===== src/rtl/card_pwr_pkg.sv =====
package card_pwr_pkg;

  typedef enum logic [1:0] {
    ST_ACTIVE = 2'd0,
    ST_PDOWN  = 2'd1,
    ST_SETTLE = 2'd2,
    ST_MANUAL = 2'd3
  } pwr_state_e;

endpackage


===== src/rtl/cpd_idle_timer.sv =====
module cpd_idle_timer #(
  parameter int IDLE_W = 8
) (
  input  logic              clk,
  input  logic              rst,
  input  logic              clr,
  input  logic              idle,
  input  logic [IDLE_W-1:0] limit,
  output logic              expired
);

  logic [IDLE_W-1:0] cnt_q;

  always_ff @(posedge clk) begin
    if (rst) begin
      cnt_q <= '0;
    end else if (clr || !idle) begin
      cnt_q <= '0;
    end else if (cnt_q != limit) begin
      cnt_q <= cnt_q + 1'b1;
    end
  end

  assign expired = (cnt_q == limit);

  // a busy clock leaves the count at zero for the following clock
  p_busy_clears_r6: assert property (@(posedge clk) disable iff (rst)
    (!idle) |=> (cnt_q == '0));

endmodule


===== src/rtl/cpd_reset_stretch.sv =====
module cpd_reset_stretch #(
  parameter int HOLD_CLKS = 4
) (
  input  logic clk,
  input  logic rst,
  input  logic force_rst,
  output logic card_rst
);

  localparam int HW = $clog2(HOLD_CLKS + 1);
  localparam logic [HW-1:0] HOLD_INIT = HW'(HOLD_CLKS);

  logic [HW-1:0] hold_q;
  logic          rst_q;

  always_ff @(posedge clk) begin
    if (rst) begin
      hold_q <= '0;
      rst_q  <= 1'b0;
    end else if (force_rst) begin
      hold_q <= HOLD_INIT;
      rst_q  <= 1'b1;
    end else if (hold_q != '0) begin
      hold_q <= hold_q - 1'b1;
      rst_q  <= 1'b1;
    end else begin
      rst_q  <= 1'b0;
    end
  end

  assign card_rst = rst_q;

  // manual disable produces reset on the next clock
  p_force_rst_r3: assert property (@(posedge clk) disable iff (rst)
    force_rst |=> card_rst);

  // a reset pulse only starts after the manual control was seen
  p_rst_cause_r4: assert property (@(posedge clk) disable iff (rst)
    $rose(card_rst) |-> $past(force_rst));

endmodule


===== src/rtl/cpd_power_fsm.sv =====
module cpd_power_fsm
  import card_pwr_pkg::*;
#(
  parameter int SETTLE_CLKS = 2
) (
  input  logic       clk,
  input  logic       rst,
  input  logic       oe_off,
  input  logic       auto_pd_en,
  input  logic       card_busy,
  input  logic       acc_req,
  input  logic       idle_expired,
  output pwr_state_e state,
  output logic       if_oe,
  output logic       acc_rdy
);

  localparam int SW = (SETTLE_CLKS > 1) ? $clog2(SETTLE_CLKS) : 1;
  localparam logic [SW-1:0] SETTLE_LAST = SW'(SETTLE_CLKS - 1);

  pwr_state_e state_q, state_d;
  logic [SW-1:0] settle_q, settle_d;
  logic          oe_q, rdy_q;
  logic          idle_now, wake_req;

  assign idle_now = !card_busy && !acc_req;
  assign wake_req = acc_req || card_busy || !auto_pd_en;

  always_comb begin
    state_d  = state_q;
    settle_d = settle_q;
    if (oe_off) begin
      state_d  = ST_MANUAL;
      settle_d = '0;
    end else begin
      unique case (state_q)
        ST_ACTIVE: begin
          if (auto_pd_en && idle_now && idle_expired) state_d = ST_PDOWN;
        end
        ST_PDOWN: begin
          if (wake_req) begin
            state_d  = ST_SETTLE;
            settle_d = '0;
          end
        end
        ST_SETTLE: begin
          if (settle_q == SETTLE_LAST) begin
            state_d  = ST_ACTIVE;
            settle_d = '0;
          end else begin
            settle_d = settle_q + 1'b1;
          end
        end
        ST_MANUAL: begin
          state_d  = ST_SETTLE;
          settle_d = '0;
        end
        default: state_d = ST_ACTIVE;
      endcase
    end
  end

  always_ff @(posedge clk) begin
    if (rst) begin
      state_q  <= ST_ACTIVE;
      settle_q <= '0;
      oe_q     <= 1'b1;
      rdy_q    <= 1'b1;
    end else begin
      state_q  <= state_d;
      settle_q <= settle_d;
      oe_q     <= (state_d == ST_ACTIVE) || (state_d == ST_SETTLE);
      rdy_q    <= (state_d == ST_ACTIVE);
    end
  end

  assign state   = state_q;
  assign if_oe   = oe_q;
  assign acc_rdy = rdy_q;

  // manual disable wins over any automatic state
  p_manual_off_r2: assert property (@(posedge clk) disable iff (rst)
    oe_off |=> (!if_oe && !acc_rdy));

  // an access in power-down turns drivers on but not ready yet
  p_wake_oe_r7: assert property (@(posedge clk) disable iff (rst)
    (state_q == ST_PDOWN && acc_req && !oe_off) |=> (if_oe && !acc_rdy));

  // ready only rises after the drivers have been on
  p_settle_r7: assert property (@(posedge clk) disable iff (rst)
    $rose(acc_rdy) |-> $past(if_oe));

  // automatic power-down only when enabled
  p_pd_enabled_r5: assert property (@(posedge clk) disable iff (rst)
    (state_q == ST_ACTIVE && state_d == ST_PDOWN) |-> auto_pd_en);

endmodule


===== src/rtl/card_pwr_ctl.sv =====
module card_pwr_ctl
  import card_pwr_pkg::*;
#(
  parameter int IDLE_W        = 8,
  parameter int SETTLE_CLKS   = 2,
  parameter int RST_HOLD_CLKS = 4
) (
  input  logic              clk,
  input  logic              rst,
  input  logic              oe_off,
  input  logic              auto_pd_en,
  input  logic [IDLE_W-1:0] idle_limit,
  input  logic              card_busy,
  input  logic              acc_req,
  output logic              if_oe,
  output logic              card_rst,
  output logic              acc_rdy
);

  pwr_state_e state;
  logic       idle_expired;
  logic       timer_clr;

  assign timer_clr = (state != ST_ACTIVE);

  cpd_idle_timer #(.IDLE_W(IDLE_W)) u_idle (
    .clk     (clk),
    .rst     (rst),
    .clr     (timer_clr),
    .idle    (!card_busy && !acc_req),
    .limit   (idle_limit),
    .expired (idle_expired)
  );

  cpd_power_fsm #(.SETTLE_CLKS(SETTLE_CLKS)) u_fsm (
    .clk          (clk),
    .rst          (rst),
    .oe_off       (oe_off),
    .auto_pd_en   (auto_pd_en),
    .card_busy    (card_busy),
    .acc_req      (acc_req),
    .idle_expired (idle_expired),
    .state        (state),
    .if_oe        (if_oe),
    .acc_rdy      (acc_rdy)
  );

  cpd_reset_stretch #(.HOLD_CLKS(RST_HOLD_CLKS)) u_rst (
    .clk       (clk),
    .rst       (rst),
    .force_rst (oe_off),
    .card_rst  (card_rst)
  );

  // without auto mode or manual disable the drivers stay on
  p_no_auto_r10: assert property (@(posedge clk) disable iff (rst)
    (!auto_pd_en && !oe_off && if_oe) |=> if_oe);

  // manual disable holds the card in reset regardless of auto mode
  p_prio_r8: assert property (@(posedge clk) disable iff (rst)
    (oe_off && auto_pd_en) |=> (card_rst && !if_oe));

endmodule


===== config.mk =====
export PLATFORM = sky130hd
export DESIGN_NAME = card_pwr_ctl
export DESIGN_NICKNAME = d
export VERILOG_FILES = /design/src/rtl/card_pwr_pkg.sv /design/src/rtl/cpd_idle_timer.sv /design/src/rtl/cpd_reset_stretch.sv /design/src/rtl/cpd_power_fsm.sv /design/src/rtl/card_pwr_ctl.sv
export SDC_FILE = /design/constraint.sdc
export NUM_CORES = 1
export LEC_CHECK = 0
export BUFFER_PORTS_ARGS = -buffer_cell sky130_fd_sc_hd__buf_2
export CAP_MARGIN = 20
export CORE_MARGIN = 2
export CORE_UTILIZATION = 57
export DETAILED_ROUTE_END_ITERATION = 7
export GPL_TIMING_DRIVEN = 0
export PLACE_DENSITY_LB_ADDON = 0.25
export SLEW_MARGIN = 30
export SYNTH_ARGS = -nofsm -noshare
export SYNTH_HDL_FRONTEND = slang
export SYNTH_SLANG_ARGS = --single-unit

===== constraint.sdc =====
create_clock -name clk -period 3.82 [get_ports clk]
set_input_delay 0.191 -clock clk [delete_from_list [all_inputs] [get_ports clk]]
set_output_delay 0.191 -clock clk [all_outputs]
set_load 0.02 [all_outputs]

; Word level (Yosys, flattened, before mapping)
; Index checks and enable logic that the tools add are counted.
[totals]
ff_bits = 17
latchBits = 0
ramBits = 0
romBits = 0
input_bits = 14
out_inout_bits = 3
n_memories = 0
[op_classes]
addsub = 3
n_mul = 0
div = 0
n_lt_le_gt_ge = 0
eq_ne = 7
shifts = 0
n_mux = 12
n_bitwise = 0
reduce_logical = 20
[ops]
columns = operator, count
row1 = adder 8 x 1 -> 8 bit (second input constant), 1
row2 = == test 8 bit, 1
row3 = two-way mux 2 bit, 4
row4 = != test 8 bit, 1
row5 = one-hot mux 2 bit (4 select lines), 1
row6 = == test 2 bit (second input constant), 3
row7 = two-way mux 3 bit, 2
row8 = nonzero test 3 bit, 2
row9 = logical NOT 1 bit, 4
row10 = logical NOT 2 bit, 2
row11 = logical OR 1 bit, 4
row12 = two-way mux 1 bit, 4
row13 = nonzero test 2 bit, 2
row14 = OR reduction 2 bit, 2
row15 = logical AND 1 bit, 3
row16 = one-hot mux 1 bit (3 select lines), 1
row17 = subtractor 3 x 1 -> 3 bit (second input constant), 1
row18 = == test 2 x 1 -> 1 bit (second input constant), 1
row19 = != test 2 x 1 -> 1 bit (second input constant), 1
row20 = AND reduction 2 bit, 1
row21 = adder 1 bit (second input constant), 1

; Logic depth before layout (Yosys ltp)
[logic_depth]
ltp_word = 9
mapped_depth = 6
ltp_nobuf = 6

; Cells and area by module
; Synthesis repeated with hierarchy kept, for this count alone.
[unflattened]
cells_unflattened = 107
area_unflattened_um2 = 958.4
[modules_own_cells]
columns = module, n_inst, cells_per_inst, area_per_inst_um2
row1 = cpd_idle_timer, 1, 65, 540.5
row2 = cpd_power_fsm, 1, 21, 216.5
row3 = cpd_reset_stretch, 1, 19, 191.4
row4 = card_pwr_ctl, 1, 2, 10.0

; Least setup slack after synthesis
; No wires, ideal clock.
[synth_timing]
path_type = reg-to-reg
from = register u_idle.cnt_q[4]
to = register u_fsm.rdy_q, in the netlist u_fsm.acc_rdy
setup_time_ps = 116
arrival_ps = 1175
t_required_ps = 3704
setup_slack_ps = 2529
path_stages_with_launch = 6
n_path_buf = 1
cell_sequence = dfxtp_1 xnor2_1 and4_1 buf_2 nand3_1 a31o_2
[synth_between]
elab_chain_len = 6
[synth_lines]
columns = item, line_no
row1 = "start, declared", cpd_idle_timer.sv:12  ; logic [IDLE_W-1:0] cnt_q;
row2 = "start signal, assigned", cpd_idle_timer.sv:20  ; cnt_q <= cnt_q + 1'b1;
row3 = == test 8 bit, cpd_idle_timer.sv:24  ; assign expired = (cnt_q == limit);
row4 = logical AND 1 bit, cpd_power_fsm.sv:38  ; if (auto_pd_en && idle_now && idle_expired) state_d = ST_PDOWN;
row5 = two-way mux 2 bit, cpd_power_fsm.sv:38
row6 = one-hot mux 2 bit (4 select lines), cpd_power_fsm.sv:36  ; unique case (state_q)
row7 = two-way mux 2 bit, cpd_power_fsm.sv:32  ; if (oe_off) begin
row8 = logical NOT 2 bit, cpd_power_fsm.sv:73  ; rdy_q <= (state_d == ST_ACTIVE);
row9 = "end signal, assigned", cpd_power_fsm.sv:73
row10 = "end, declared", cpd_power_fsm.sv:23  ; logic oe_q, rdy_q;
; No other way between the ends.
; A chain may end at the register's enable or synchronous reset.

; Worst setup path after layout
[layout_timing]
from = register u_idle.cnt_q[4]
to = register u_fsm.oe_q, in the netlist u_fsm.if_oe
[layout_between]
elab_chain_len = 7
word_cells_on_any_way = 8
cone_classes = 2 x eq/ne / 3 x mux / 3 x reduce/logical
[layout_lines]
columns = item, line_no
row1 = == test 8 bit *, cpd_idle_timer.sv:24
row2 = logical AND 1 bit *, cpd_power_fsm.sv:38
row3 = two-way mux 2 bit *, cpd_power_fsm.sv:38
row4 = one-hot mux 2 bit (4 select lines) *, cpd_power_fsm.sv:36
row5 = two-way mux 2 bit *, cpd_power_fsm.sv:32
row6 = == test 2 bit / logical NOT 2 bit (equally long branches), cpd_power_fsm.sv:72  ; oe_q <= (state_d == ST_ACTIVE) || (state_d == ST_SETTLE);
row7 = logical OR 1 bit *, cpd_power_fsm.sv:72
row8 = "end signal, assigned", cpd_power_fsm.sv:72
row9 = "end, declared", cpd_power_fsm.sv:23
; Every way passes the cells marked *; elsewhere a longest branch is shown, timed or not.

==> metrics.log <==
INFO  metric die_area = between 1500 and 2000 um^2
INFO  metric highest-signal-layer = met4
INFO  metric cts_hold_buf = 0
INFO  metric cts.clk_slew.worst_paths = about 100 ps
INFO  metric stdcell_area = 1060 um^2
INFO  metric synthCells = ~110
INFO  metric met1_length = 786 um
INFO  metric cts.repair_timing.setup_buffer_count = 0
INFO  metric clockRootBuffer = clkbuf_4
INFO  metric design.final.nets = ~150
INFO  metric hold_viol_final = 0
INFO  metric finalPower = 0.343 mW
INFO  metric cts_max_level = 1
INFO  metric synthTopCellsByArea = dfxtp_1 36%, mux2i_1 7.5%, xnor2_1 7.5%, ha_1 5.3%, a21oi_1 4.8%
INFO  metric hpwl = approximately 1400 um
INFO  metric tritoncts.num_buffers = 3
INFO  metric grt_pass1_vias = 740
INFO  metric die_width = approximately 45 um
INFO  metric power.density_cell_area = around 320 nW/um^2
INFO  metric finalSetupViolCount = 0
INFO  metric antenna_diodes = 0
INFO  metric utilization_of_the_core_after_routing = 0.695
INFO  metric worst-setup-path-type = reg2reg
INFO  metric critPathRequiredTime = 4010 ps
INFO  metric setup_tns = 0 ps
INFO  metric grt_antenna_before_repair = 0
INFO  metric power.ir.vdd_worst = roughly 0.00023 V
INFO  metric status = finished, final reports clean
INFO  metric ys_seq_elements = 17
INFO  metric die_h = 44.6 um
INFO  metric netlist.area_leader.share = 0.363
INFO  metric global_route.overflow_total = 0
INFO  metric gp_routability_congestion = roughly 0.77
INFO  metric io_pins = 17
INFO  metric drt_wl_total = roughly 1800 um
INFO  metric largest_net_degree_at_the_start_of_global_routing = 11
INFO  metric timing.critical_path.to_type = flip-flop
INFO  metric detail_route.drc_violations = 0
INFO  metric synth_edf_count = 0
INFO  metric fin_worst_hold_slack = 163 ps
INFO  metric row_count = 14
INFO  metric synth_top_cells_by_count = 17 x dfxtp_1, 12 x nand2_1, 9 x a21oi_1
INFO  metric viasPerCell = between 5 and 6
INFO  metric timing.critical_path.fanout_max = 9
INFO  metric yosys.cell_types.count = 30
INFO  metric tightestPinTransition = approximately 640 ps
INFO  metric core_outline_area = around 1500 um^2
INFO  metric synth.cell_area = about 940 um^2
INFO  metric dr.first_iter.drc_count = 15
INFO  metric wl_met2 = approximately 860 um
INFO  metric synthDominantAreaCellType = dfxtp_1
INFO  metric drtPass1Iterations = 4
INFO  metric sequential_to_total_area_share_from_yosys_stat = 0.363
INFO  metric period_share = 0.394
INFO  metric placement.io_buffers = 15
INFO  metric clock_skew = 2.09 ps
INFO  metric fraction_of_layout_instances_using_a_drive_strength_above_1 = 0.206
INFO  metric avgRoutedWirePerCell = 12.4 um
INFO  metric clock_insertion_delay_worst_skew = between 200 and 300 ps
INFO  metric slew_headroom = 0.567
INFO  metric synth-warning-count = 0
INFO  metric grtUsageTotal = 0.192
INFO  metric timing.max_cap.violations = 0
INFO  metric dpl_cell_area = 1030 um^2
INFO  metric mappedNetlistNets = 125
INFO  metric starting_density_of_the_core = 0.616
INFO  metric cts_repair_resize_count = 0
INFO  metric async_reset_ff_frac = 0
INFO  metric crit_arrival = 1700 ps
INFO  metric synth-main-ff-cell = dfxtp_1
INFO  metric grt_pass1_wl = about 2800 um
INFO  metric final_count_of_pins_violating_max_slew = 0
INFO  metric clockBufferDepth = 2
INFO  metric holdCritPathClass = in2reg
INFO  metric period_needed = 1500 ps
INFO  metric power.static_leakage = around 0.41 nW
INFO  metric synthMostInstantiatedCell = dfxtp_1
INFO  metric fillers = 118
INFO  metric route.antenna.remaining_nets = 0
INFO  metric vias = about 810
INFO  metric crit_path_start_kind = flip-flop
INFO  metric syn_area_per_cell = roughly 9 um^2
INFO  metric cts.sink_count = 17
INFO  metric timing.hold.worst_path_depth = 2
INFO  metric rsz_0062_raised_after_global_routing = no
INFO  metric syn_to_layout_area_delta = 12.9%
INFO  metric path_depth_of_the_worst_reg2reg_path = 5
INFO  metric fmax = 665 MHz
INFO  metric cts_tree = done
INFO  metric routed-wl-met3 = 83 um
[state kept, by name, indices dropped and copies added, names as in the netlist]
signal / count
u_idle.cnt_q: 8
u_fsm.state: 2
u_fsm.acc_rdy: 1
u_rst.hold_q: 3
u_fsm.settle_q: 1
u_rst.card_rst: 1
u_fsm.if_oe: 1
[cells by family (layout without fill, tap and decap cells)]
group	after synthesis	count (layout)	share of synthesized area
flops	17	17	0.363
buf+inv	11	30	0.0573
mux	7	7	0.0747
simple gates	42	42	0.248
compound gates	17	17	0.120
fa+ha+maj	4	4	0.0533
xor+xnor	9	9	0.0840
[cells in the final DEF (no fill, tap or decap), drive strengths merged, types with 3 or more instances in the layout]
| master | netlist | final |
|---|---|---|
| a211oi | 3 | 3 |
| a21oi | 9 | 9 |
| buf | 3 | 18 |
| clkbuf | 1 | 5 |
| dfxtp | 17 | 17 |
| ha | 4 | 4 |
| inv | 7 | 7 |
| mux2i | 7 | 7 |
| nand2 | 12 | 12 |
| nand2b | 6 | 6 |
| nand3 | 5 | 5 |
| nor2 | 5 | 5 |
| nor3 | 4 | 4 |
| xnor2 | 8 | 8 |
[where the power goes]
| group | leakage, nW | switching (mW) | internal (mW) |
|---|---|---|---|
| logic | 0.257 | 0.0310 | 0.0249 |
| registers | 0.139 | 0.00446 | 0.185 |
| clock network | 0.0150 | 0.0568 | 0.0407 |
[worst paths after layout]
check                                                  start                           end  slack, ps
worst min-delay path                                  oe_off  u_rst.hold_q[0]$_SDFFE_PP0P_        160
worst max-delay path            u_idle.cnt_q[4]$_SDFFE_PP0N_        u_fsm.if_oe$_SDFF_PP1_       2320
worst max register to register  u_idle.cnt_q[4]$_SDFFE_PP0N_        u_fsm.if_oe$_SDFF_PP1_       2320
worst min register to register  u_idle.cnt_q[7]$_SDFFE_PP0N_  u_idle.cnt_q[7]$_SDFFE_PP0N_        490
[metal layers]
metal,vias up,track usage
met5,-,0
li1,409,-
met1,363,0.238
met2,24,0.333
met3,9,0.0245
met4,0,0.0727
[per-stage QoR]
| stage | worst slack [ps] | cells |
|---|---|---|
| after floorplan | 2530 | 107 |
| after global placement | 2380 | 138 |
| after detailed placement | 2380 | 138 |
| after CTS | 2370 | 142 |
| after global routing | 2220 | 142 |
| final | 2320 | 142 |
[final cells by class]
type / count / area (um^2) / share of cell area
Multi-Input combinational cell: 79 / 544 / 0.514
Sequential cell: 17 / 340 / 0.321
Timing Repair Buffer: 15 / 75.1 / 0.0708
Buffer: 4 / 27.5 / 0.0260
Clock buffer: 4 / 26.3 / 0.0248
Inverter: 7 / 26.3 / 0.0248
Tap cell: 16 / 20.0 / 0.0189
[critical path, cell delays in order, from the launching register on]
cell and delay, ps:
dfxtp_1 350, xnor2_1 260, and4_1 240, buf_2 200, nand2_1 100, a211o_1 260
No activity file was read; power rests on OpenSTA's default activity.
